## config.mk

```make
export PLATFORM = sky130hd
export DESIGN_NAME = ring_lag_search
export DESIGN_NICKNAME = d
export VERILOG_FILES = /design/src/rtl/rls_pkg.sv /design/src/rtl/rls_history.sv /design/src/rtl/rls_window.sv /design/src/rtl/rls_ctrl.sv /design/src/rtl/ring_lag_search.sv
export SDC_FILE = /design/constraint.sdc
export NUM_CORES = 1
export LEC_CHECK = 0
export BUFFER_PORTS_ARGS = -buffer_cell sky130_fd_sc_hd__buf_2
export CAP_MARGIN = 25
export CELL_PAD_IN_SITES_DETAIL_PLACEMENT = 0
export CELL_PAD_IN_SITES_GLOBAL_PLACEMENT = 2
export CORE_MARGIN = 3
export CORE_UTILIZATION = 39
export CTS_BUF_LIST = sky130_fd_sc_hd__clkbuf_4
export DETAILED_ROUTE_END_ITERATION = 16
export PLACE_DENSITY = 0.82
export SYNTH_ARGS = -nofsm -noshare
export SYNTH_HDL_FRONTEND = slang
export SYNTH_SLANG_ARGS = --single-unit
```

## constraint.sdc

```tcl
create_clock -name clk -period 7.2 [get_ports clk]
set_clock_uncertainty 0.05 [all_clocks]
set_input_delay 1.44 -clock clk [delete_from_list [all_inputs] [get_ports clk]]
set_output_delay 1.44 -clock clk [all_outputs]
set_load 0.01 [all_outputs]
```

## src/rtl/rls_pkg.sv

```systemverilog
package rls_pkg;

  // Outcome of one correlation window
  typedef enum logic [1:0] {
    VERD_HOLD = 2'd0,
    VERD_UP   = 2'd1,
    VERD_DOWN = 2'd2
  } verdict_e;

endpackage

```

## src/rtl/rls_history.sv

```systemverilog
// Delay line of past stream bits plus a selectable tap (bit idx cycles ago).
module rls_history #(
  parameter int HIST_D = 32,
  parameter int IDX_W  = 6
) (
  input  logic             clk,
  input  logic             rst,
  input  logic             din,
  input  logic [IDX_W-1:0] idx,
  output logic             tap_bit
);

  logic hist [HIST_D];

  for (genvar i = 0; i < HIST_D; i++) begin : g_stage
    if (i == 0) begin : g_head
      always_ff @(posedge clk) begin
        if (rst) hist[0] <= 1'b0;
        else     hist[0] <= din;
      end
    end else begin : g_body
      always_ff @(posedge clk) begin
        if (rst) hist[i] <= 1'b0;
        else     hist[i] <= hist[i-1];
      end
    end
  end

  always_comb begin
    tap_bit = 1'b0;
    for (int i = 0; i < HIST_D; i++) begin
      if (idx == IDX_W'(i + 1)) tap_bit = hist[i];
    end
  end

  // the newest stage holds the previous input bit
  a_r3_history_head: assert property (@(posedge clk) disable iff (rst)
    !$past(rst) |-> (hist[0] == $past(din)));

endmodule

```

## src/rtl/rls_window.sv

```systemverilog
// Signed agreement accumulator over one measurement window.
module rls_window
  import rls_pkg::*;
#(
  parameter int WIN_LEN  = 256,
  parameter int DEADBAND = 8,
  parameter int ACC_W    = 10,
  parameter int CNT_W    = 8
) (
  input  logic     clk,
  input  logic     rst,
  input  logic     clr,
  input  logic     en,
  input  logic     agree,
  output logic     verd_valid,
  output verdict_e verd
);

  localparam logic signed [ACC_W-1:0] DB_POS = ACC_W'(DEADBAND);
  localparam logic signed [ACC_W-1:0] DB_NEG = -DB_POS;
  localparam logic [CNT_W-1:0]        LAST   = CNT_W'(WIN_LEN - 1);

  logic [CNT_W-1:0]        cnt_q;
  logic signed [ACC_W-1:0] acc_q;
  logic signed [ACC_W-1:0] inc;
  logic signed [ACC_W-1:0] sum_now;
  logic signed [ACC_W-1:0] cnt_s;
  logic                    last;

  assign inc     = agree ? ACC_W'(1) : {ACC_W{1'b1}};
  assign sum_now = acc_q + inc;
  assign last    = en && (cnt_q == LAST);
  assign cnt_s   = ACC_W'(cnt_q);

  always_ff @(posedge clk) begin
    if (rst || clr || !en) begin
      cnt_q <= '0;
      acc_q <= '0;
    end else if (last) begin
      cnt_q <= '0;
      acc_q <= '0;
    end else begin
      cnt_q <= cnt_q + CNT_W'(1);
      acc_q <= sum_now;
    end
  end

  always_comb begin
    verd_valid = last && !clr;
    if (sum_now > DB_POS)      verd = VERD_UP;
    else if (sum_now < DB_NEG) verd = VERD_DOWN;
    else                       verd = VERD_HOLD;
  end

  // partial sum never exceeds the number of samples taken
  a_r3_acc_bound: assert property (@(posedge clk) disable iff (rst)
    (acc_q <= cnt_s) && (acc_q >= -cnt_s));

  // a disabled window holds no partial progress on the next cycle
  a_r6_window_discard: assert property (@(posedge clk) disable iff (rst)
    !en |=> (cnt_q == '0) && (acc_q == '0));

endmodule

```

## src/rtl/rls_ctrl.sv

```systemverilog
// Lag stepping, clamping, group convergence and reference capture.
module rls_ctrl
  import rls_pkg::*;
#(
  parameter int MIN_LAG   = 4,
  parameter int MAX_LAG   = 64,
  parameter int START_LAG = 16,
  parameter int GROUP_WIN = 8,
  parameter int NET_LIMIT = 2,
  parameter int LAG_W     = 7
) (
  input  logic             clk,
  input  logic             rst,
  input  logic             start,
  input  logic             gain_ok,
  input  logic             verd_valid,
  input  verdict_e         verd,
  output logic             run_q,
  output logic [LAG_W-1:0] lag_q,
  output logic [LAG_W-1:0] ref_q,
  output logic             done_q
);

  localparam int GRP_W = (GROUP_WIN > 1) ? $clog2(GROUP_WIN) : 1;
  localparam int NET_W = $clog2(GROUP_WIN + 1) + 1;
  localparam logic [LAG_W-1:0] LAG_START = LAG_W'(START_LAG);
  localparam logic [LAG_W-1:0] LAG_TOP   = LAG_W'(MAX_LAG - 2);
  localparam logic [LAG_W-1:0] LAG_BOT   = LAG_W'(MIN_LAG + 2);
  localparam logic [LAG_W-1:0] LAG_MIN   = LAG_W'(MIN_LAG);
  localparam logic [LAG_W-1:0] LAG_MAX   = LAG_W'(MAX_LAG);
  localparam logic [GRP_W-1:0] GRP_LAST  = GRP_W'(GROUP_WIN - 1);
  localparam logic signed [NET_W-1:0] NET_POS = NET_W'(NET_LIMIT);
  localparam logic signed [NET_W-1:0] NET_NEG = -NET_POS;

  logic [GRP_W-1:0]        grp_q;
  logic signed [NET_W-1:0] net_q;
  logic signed [NET_W-1:0] net_nx;
  logic [LAG_W-1:0]        lag_nx;
  logic                    step_up;
  logic                    step_dn;
  logic                    group_end;
  logic                    converge;

  always_comb begin
    step_up   = verd_valid && (verd == VERD_UP)   && (lag_q <= LAG_TOP);
    step_dn   = verd_valid && (verd == VERD_DOWN) && (lag_q >= LAG_BOT);
    lag_nx    = lag_q;
    if (step_up) lag_nx = lag_q + LAG_W'(2);
    if (step_dn) lag_nx = lag_q - LAG_W'(2);
    net_nx    = net_q + NET_W'(step_up) - NET_W'(step_dn);
    group_end = verd_valid && (grp_q == GRP_LAST);
    converge  = group_end && (net_nx <= NET_POS) && (net_nx >= NET_NEG);
  end

  always_ff @(posedge clk) begin
    if (rst) begin
      run_q  <= 1'b0;
      lag_q  <= LAG_START;
      ref_q  <= '0;
      done_q <= 1'b0;
      grp_q  <= '0;
      net_q  <= '0;
    end else if (start) begin
      run_q  <= 1'b1;
      lag_q  <= LAG_START;
      done_q <= 1'b0;
      grp_q  <= '0;
      net_q  <= '0;
    end else if (verd_valid) begin
      lag_q <= lag_nx;
      if (group_end) begin
        grp_q <= '0;
        net_q <= '0;
        if (converge) begin
          done_q <= 1'b1;
          run_q  <= 1'b0;
          ref_q  <= lag_nx;
        end
      end else begin
        grp_q <= grp_q + GRP_W'(1);
        net_q <= net_nx;
      end
    end
  end

  // lag stays even and inside the clamp range
  a_r2_lag_range: assert property (@(posedge clk) disable iff (rst)
    (lag_q >= LAG_MIN) && (lag_q <= LAG_MAX) && !lag_q[0]);

  // outside a restart the lag only moves by exactly two
  a_r3_step_size: assert property (@(posedge clk) disable iff (rst)
    (!$past(start) && (lag_q != $past(lag_q))) |->
      ((lag_q == $past(lag_q) + LAG_W'(2)) || (lag_q == $past(lag_q) - LAG_W'(2))));

  // a converged search takes no more windows
  a_r4_stop_on_done: assert property (@(posedge clk) disable iff (rst)
    done_q |-> !run_q);

  // the reference only changes as done rises, and then equals the lag
  a_r5_ref_capture: assert property (@(posedge clk) disable iff (rst)
    (ref_q != $past(ref_q)) |-> (done_q && !$past(done_q)));
  a_r5_ref_match: assert property (@(posedge clk) disable iff (rst)
    $rose(done_q) |-> (ref_q == lag_q));

  // without maximum gain the lag holds
  a_r6_pause_hold: assert property (@(posedge clk) disable iff (rst)
    (!gain_ok && !start) |=> $stable(lag_q));

  // done is sticky until the next start
  a_r7_done_sticky: assert property (@(posedge clk) disable iff (rst)
    (done_q && !start) |=> done_q);

endmodule

```

## src/rtl/ring_lag_search.sv

```systemverilog
// Finds the ringing lag of a bang-bang loop from its filtered detector bits.
module ring_lag_search
  import rls_pkg::*;
#(
  parameter int WIN_LEN   = 256,
  parameter int DEADBAND  = 8,
  parameter int MIN_LAG   = 4,
  parameter int MAX_LAG   = 64,
  parameter int START_LAG = 16,
  parameter int GROUP_WIN = 8,
  parameter int NET_LIMIT = 2
) (
  input  logic       clk,
  input  logic       rst,
  input  logic       start,
  input  logic       max_gain_ok,
  input  logic       filt_bit,
  output logic [6:0] lag_est,
  output logic [6:0] ref_lag,
  output logic       done
);

  localparam int LAG_W  = $clog2(MAX_LAG + 1);
  localparam int HIST_D = MAX_LAG / 2;
  localparam int IDX_W  = $clog2(HIST_D + 1);
  localparam int ACC_W  = $clog2(WIN_LEN + 1) + 1;
  localparam int CNT_W  = (WIN_LEN > 1) ? $clog2(WIN_LEN) : 1;

  logic [LAG_W-1:0] lag_q;
  logic [LAG_W-1:0] ref_q;
  logic             done_q;
  logic             run_q;
  logic             win_en;
  logic             past_bit;
  logic             agree;
  logic             verd_valid;
  verdict_e         verd;
  logic [IDX_W-1:0] half_lag;

  assign half_lag = IDX_W'(lag_q >> 1);
  assign win_en   = run_q && max_gain_ok;
  assign agree    = filt_bit ~^ past_bit;

  rls_history #(
    .HIST_D (HIST_D),
    .IDX_W  (IDX_W)
  ) u_history (
    .clk     (clk),
    .rst     (rst),
    .din     (filt_bit),
    .idx     (half_lag),
    .tap_bit (past_bit)
  );

  rls_window #(
    .WIN_LEN  (WIN_LEN),
    .DEADBAND (DEADBAND),
    .ACC_W    (ACC_W),
    .CNT_W    (CNT_W)
  ) u_window (
    .clk        (clk),
    .rst        (rst),
    .clr        (start),
    .en         (win_en),
    .agree      (agree),
    .verd_valid (verd_valid),
    .verd       (verd)
  );

  rls_ctrl #(
    .MIN_LAG   (MIN_LAG),
    .MAX_LAG   (MAX_LAG),
    .START_LAG (START_LAG),
    .GROUP_WIN (GROUP_WIN),
    .NET_LIMIT (NET_LIMIT),
    .LAG_W     (LAG_W)
  ) u_ctrl (
    .clk        (clk),
    .rst        (rst),
    .start      (start),
    .gain_ok    (max_gain_ok),
    .verd_valid (verd_valid),
    .verd       (verd),
    .run_q      (run_q),
    .lag_q      (lag_q),
    .ref_q      (ref_q),
    .done_q     (done_q)
  );

  assign lag_est = 7'(lag_q);
  assign ref_lag = 7'(ref_q);
  assign done    = done_q;

  // a restart edge never leaves the block converged
  a_r8_start_wins: assert property (@(posedge clk) disable iff (rst)
    start |=> (!done && (lag_est == 7'(START_LAG))));

endmodule

```

==> impl_metrics.env <==
export IMPL_cp_start_kind="flip-flop"
export IMPL_p_per_area_mw_per_mm2=165
export IMPL_grt_start_max_net_pins=42
export IMPL_synth_area_leaders="dfxtp_1, nor2b_1, nor2_1, ha_1, nand2_1"
export IMPL_fin_cells=619
export IMPL_cts_root_buf="clkbuf_4"
export IMPL_setup_ws_ns=0.548
export IMPL_via_count=3320
export IMPL_syn_area_sq_mm=0.00403
export IMPL_register_area_sq_mm=0.00144
export IMPL_hold_violations=0
export IMPL_ios=20
export IMPL_async_flop_share_pct=0
export IMPL_synth_edf_count=0
export IMPL_yosysSeqAreaShare_pct=35.8
export IMPL_fin_util_pct=44.1
export IMPL_met1Wirelength_um=4380
export IMPL_place_ws_ns=0.220
export IMPL_hold_ws_ns=0.402
export IMPL_final_area_sq_mm=0.00437
export IMPL_endpoint_kind="flip-flop"
export IMPL_die_h_um=108
export IMPL_highest_layer="met4"
export IMPL_drv_cap=0
export IMPL_yosysTopAreaCellShare_pct=35.8
export IMPL_cts_buffers=9
export IMPL_grt_pass1_wl_um=15900
export IMPL_yosysTopAreaCell="dfxtp_1"
export IMPL_fin_nets=501
export IMPL_netlist_top_cells_count="dfxtp_1, nor2_1, nor2b_1"
export IMPL_clockBufferDepth=2
export IMPL_timing_setup_tns_ns=0
export IMPL_cts_max_level=3
export IMPL_crit_fanout=11
export IMPL_clock_sinks=72
export IMPL_max_freq_ghz=0.150
export IMPL_ys_types=77
export IMPL_multiInputGateArea_sq_mm=0.00239
export IMPL_core_sq_mm=0.00991
export IMPL_io_buffers=17
export IMPL_leakage_nw=1.72
export IMPL_finalPower_uw=720
export IMPL_yosysMostFrequentCell="dfxtp_1"
export IMPL_rows=36
export IMPL_first_pass_iters=4
export IMPL_hp_class="flip-flop to flip-flop"
export IMPL_worstPathArrival_ns=6.96
export IMPL_grt_use_total_pct=17.2
export IMPL_rsz0062_at_grt="false"
export IMPL_fp_dieW_um=108
export IMPL_drive_above_1_share_pct=12.6
export IMPL_ant_nets=0
export IMPL_dpl_cell_count=603
export IMPL_finalCritPeriodShare_pct=92.4
export IMPL_insertion_delay_ns=0.43
export IMPL_ys_warn_count=0
export IMPL_dr_wl_met3_um=342
export IMPL_routabilityCongestion=0.781
export IMPL_antenna_found_initial=0
export IMPL_synth_ff_type="dfxtp_1"
export IMPL_timing_rr_start="u_ctrl.lag_q[1]$_SDFFE_PP0P_"
export IMPL_cts_tree="yes"
export IMPL_dieArea_sq_mm=0.0116
export IMPL_run_status="finished clean"
export IMPL_max_slew_margin_pct=50.2
export IMPL_slew_violations=0
export IMPL_synth_seq_cells=72
export IMPL_via_per_inst=5.36
export IMPL_drt_iter0_markers=178
export IMPL_grt_pass1_vias=3271
export IMPL_place_area_sq_mm=0.00420
export IMPL_start_util_pct=40.7
export IMPL_nFillCells=1017
export IMPL_grt_ovfl_total=0
export IMPL_area_growth_pct=8.35
export IMPL_syn_inst=471
export IMPL_antenna_cells=0
export IMPL_dp_hpwl_um=6510
export IMPL_synth_area_per_cell_sq_um=8.55
export IMPL_worstSetupPathType="flip-flop to flip-flop"
export IMPL_wl_met2_um=4310
export IMPL_required_ns=7.51
export IMPL_cts_clk_slew_worst_paths_ns=0.13
export IMPL_wirelength_um=9110
export IMPL_worstHoldStart="u_history.hist[0][2]$_SDFF_PP0_"
export IMPL_peakVddDrop_uv=109
export IMPL_worst_pin_slew_ns=0.747
export IMPL_cts_setup_buffers=0
export IMPL_startpoint="u_ctrl.lag_q[1]$_SDFFE_PP0P_"
export IMPL_drc=0
export IMPL_setup_viol=0
export IMPL_wl_per_cell_um=14.7
export IMPL_min_period_ns=6.65
## layer usage
layer  vias to the layer above  GRT usage [%]
met4                         0           4.15
li1                       1690              -
met1                      1587           23.0
met2                        38           27.3
met3                         5           4.98
met5                         -              0
## final cells by class
cell class              instances  area share (%)
well taps                     133            3.81
multi-input cells             354            54.8
repair buffers                 24            3.15
clock inverters                 7            1.98
flip-flops and latches         72            33.0
clock buffers                   9            1.55
inverters                      20            1.72
## flip-flops by register name, indices dropped and copies added, names as in the netlist
signal          cells
u_history.hist     32
u_window.acc_q     10
u_window.cnt_q      8
u_ctrl.lag_q        6
u_ctrl.ref_q        6
u_ctrl.net_q        5
u_ctrl.grp_q        3
u_ctrl.done_q       1
u_ctrl.run_q        1
## layout by cell type (no fill, tap or decap), drive strengths merged, types with 4 or more instances in the layout
| cell | n |
|---|---|
| nand3 | 12 |
| ha | 14 |
| nor3b | 8 |
| nand2 | 37 |
| dfxtp | 72 |
| a21oi | 16 |
| nor3 | 21 |
| or3 | 9 |
| nand2b | 6 |
| nor4 | 5 |
| o21a | 4 |
| nand4 | 6 |
| xor2 | 5 |
| a211oi | 9 |
| clkbuf | 9 |
| a22oi | 6 |
| nand3b | 9 |
| and3 | 5 |
| buf | 24 |
| clkinv | 4 |
| inv | 20 |
| o21ai | 9 |
| nor2b | 40 |
| and2 | 5 |
| a21o | 5 |
| mux2i | 8 |
| nor2 | 47 |
| o31ai | 5 |
| xnor2 | 11 |
| o211ai | 4 |
## power by group
part           internal (mW)  total (mW)  switching, mW  leakage [nW]
clock network          0.138       0.284          0.146        0.0831
logic                 0.0124      0.0341         0.0217          1.05
registers              0.400       0.403        0.00206         0.581
total                  0.551       0.720          0.170          1.72
## critical path, cell delays in order, from the launching register on
cell,delay (ns)
dfxtp_1,0.49
ha_1,0.48
buf_4,0.26
a211oi_1,0.07
a211oi_1,0.26
o221ai_1,0.16
nor4_1,0.31
a211oi_2,0.12
xnor2_2,0.26
xor2_1,0.19
ha_1,0.21
nor3_1,0.06
mux2_2,0.28
o21ai_0,0.26
nand4bb_1,0.19
nor4_4,0.29
nor2_1,0.12
ha_1,0.29
inv_1,0.04
ha_1,0.22
fa_1,0.43
a21o_1,0.17
a21oi_1,0.17
xnor2_1,0.18
and4b_1,0.25
o211ai_1,0.20
or4_1,0.53
o211ai_2,0.08
## what timing repair did
action,4_1_cts,5_1_grt
endpoints found under the setup margin,0,7
hold buffers,0,0
resized for setup,0,3
## cell families after synthesis
| logic type | synth area share, % |
|---|---|
| simple gates | 32.4 |
| compound gates | 15.2 |
| flops | 35.8 |
| buf+inv | 5.25 |
| xor+xnor | 3.85 |
| fa+ha+maj | 4.84 |
| mux | 2.58 |
| other cells | 0.0931 |
## final timing paths
check,end,slack [ns],cells past startpoint
setup / recovery,u_ctrl.ref_q[5]$_SDFFE_PP0P_,0.55,27
hold / removal,u_history.hist[0][3]$_SDFF_PP0_,0.40,2
setup reg to reg,u_ctrl.ref_q[5]$_SDFFE_PP0P_,0.55,27
hold reg to reg,u_history.hist[0][3]$_SDFF_PP0_,0.40,2
No activity file was read; power rests on OpenSTA's default activity.
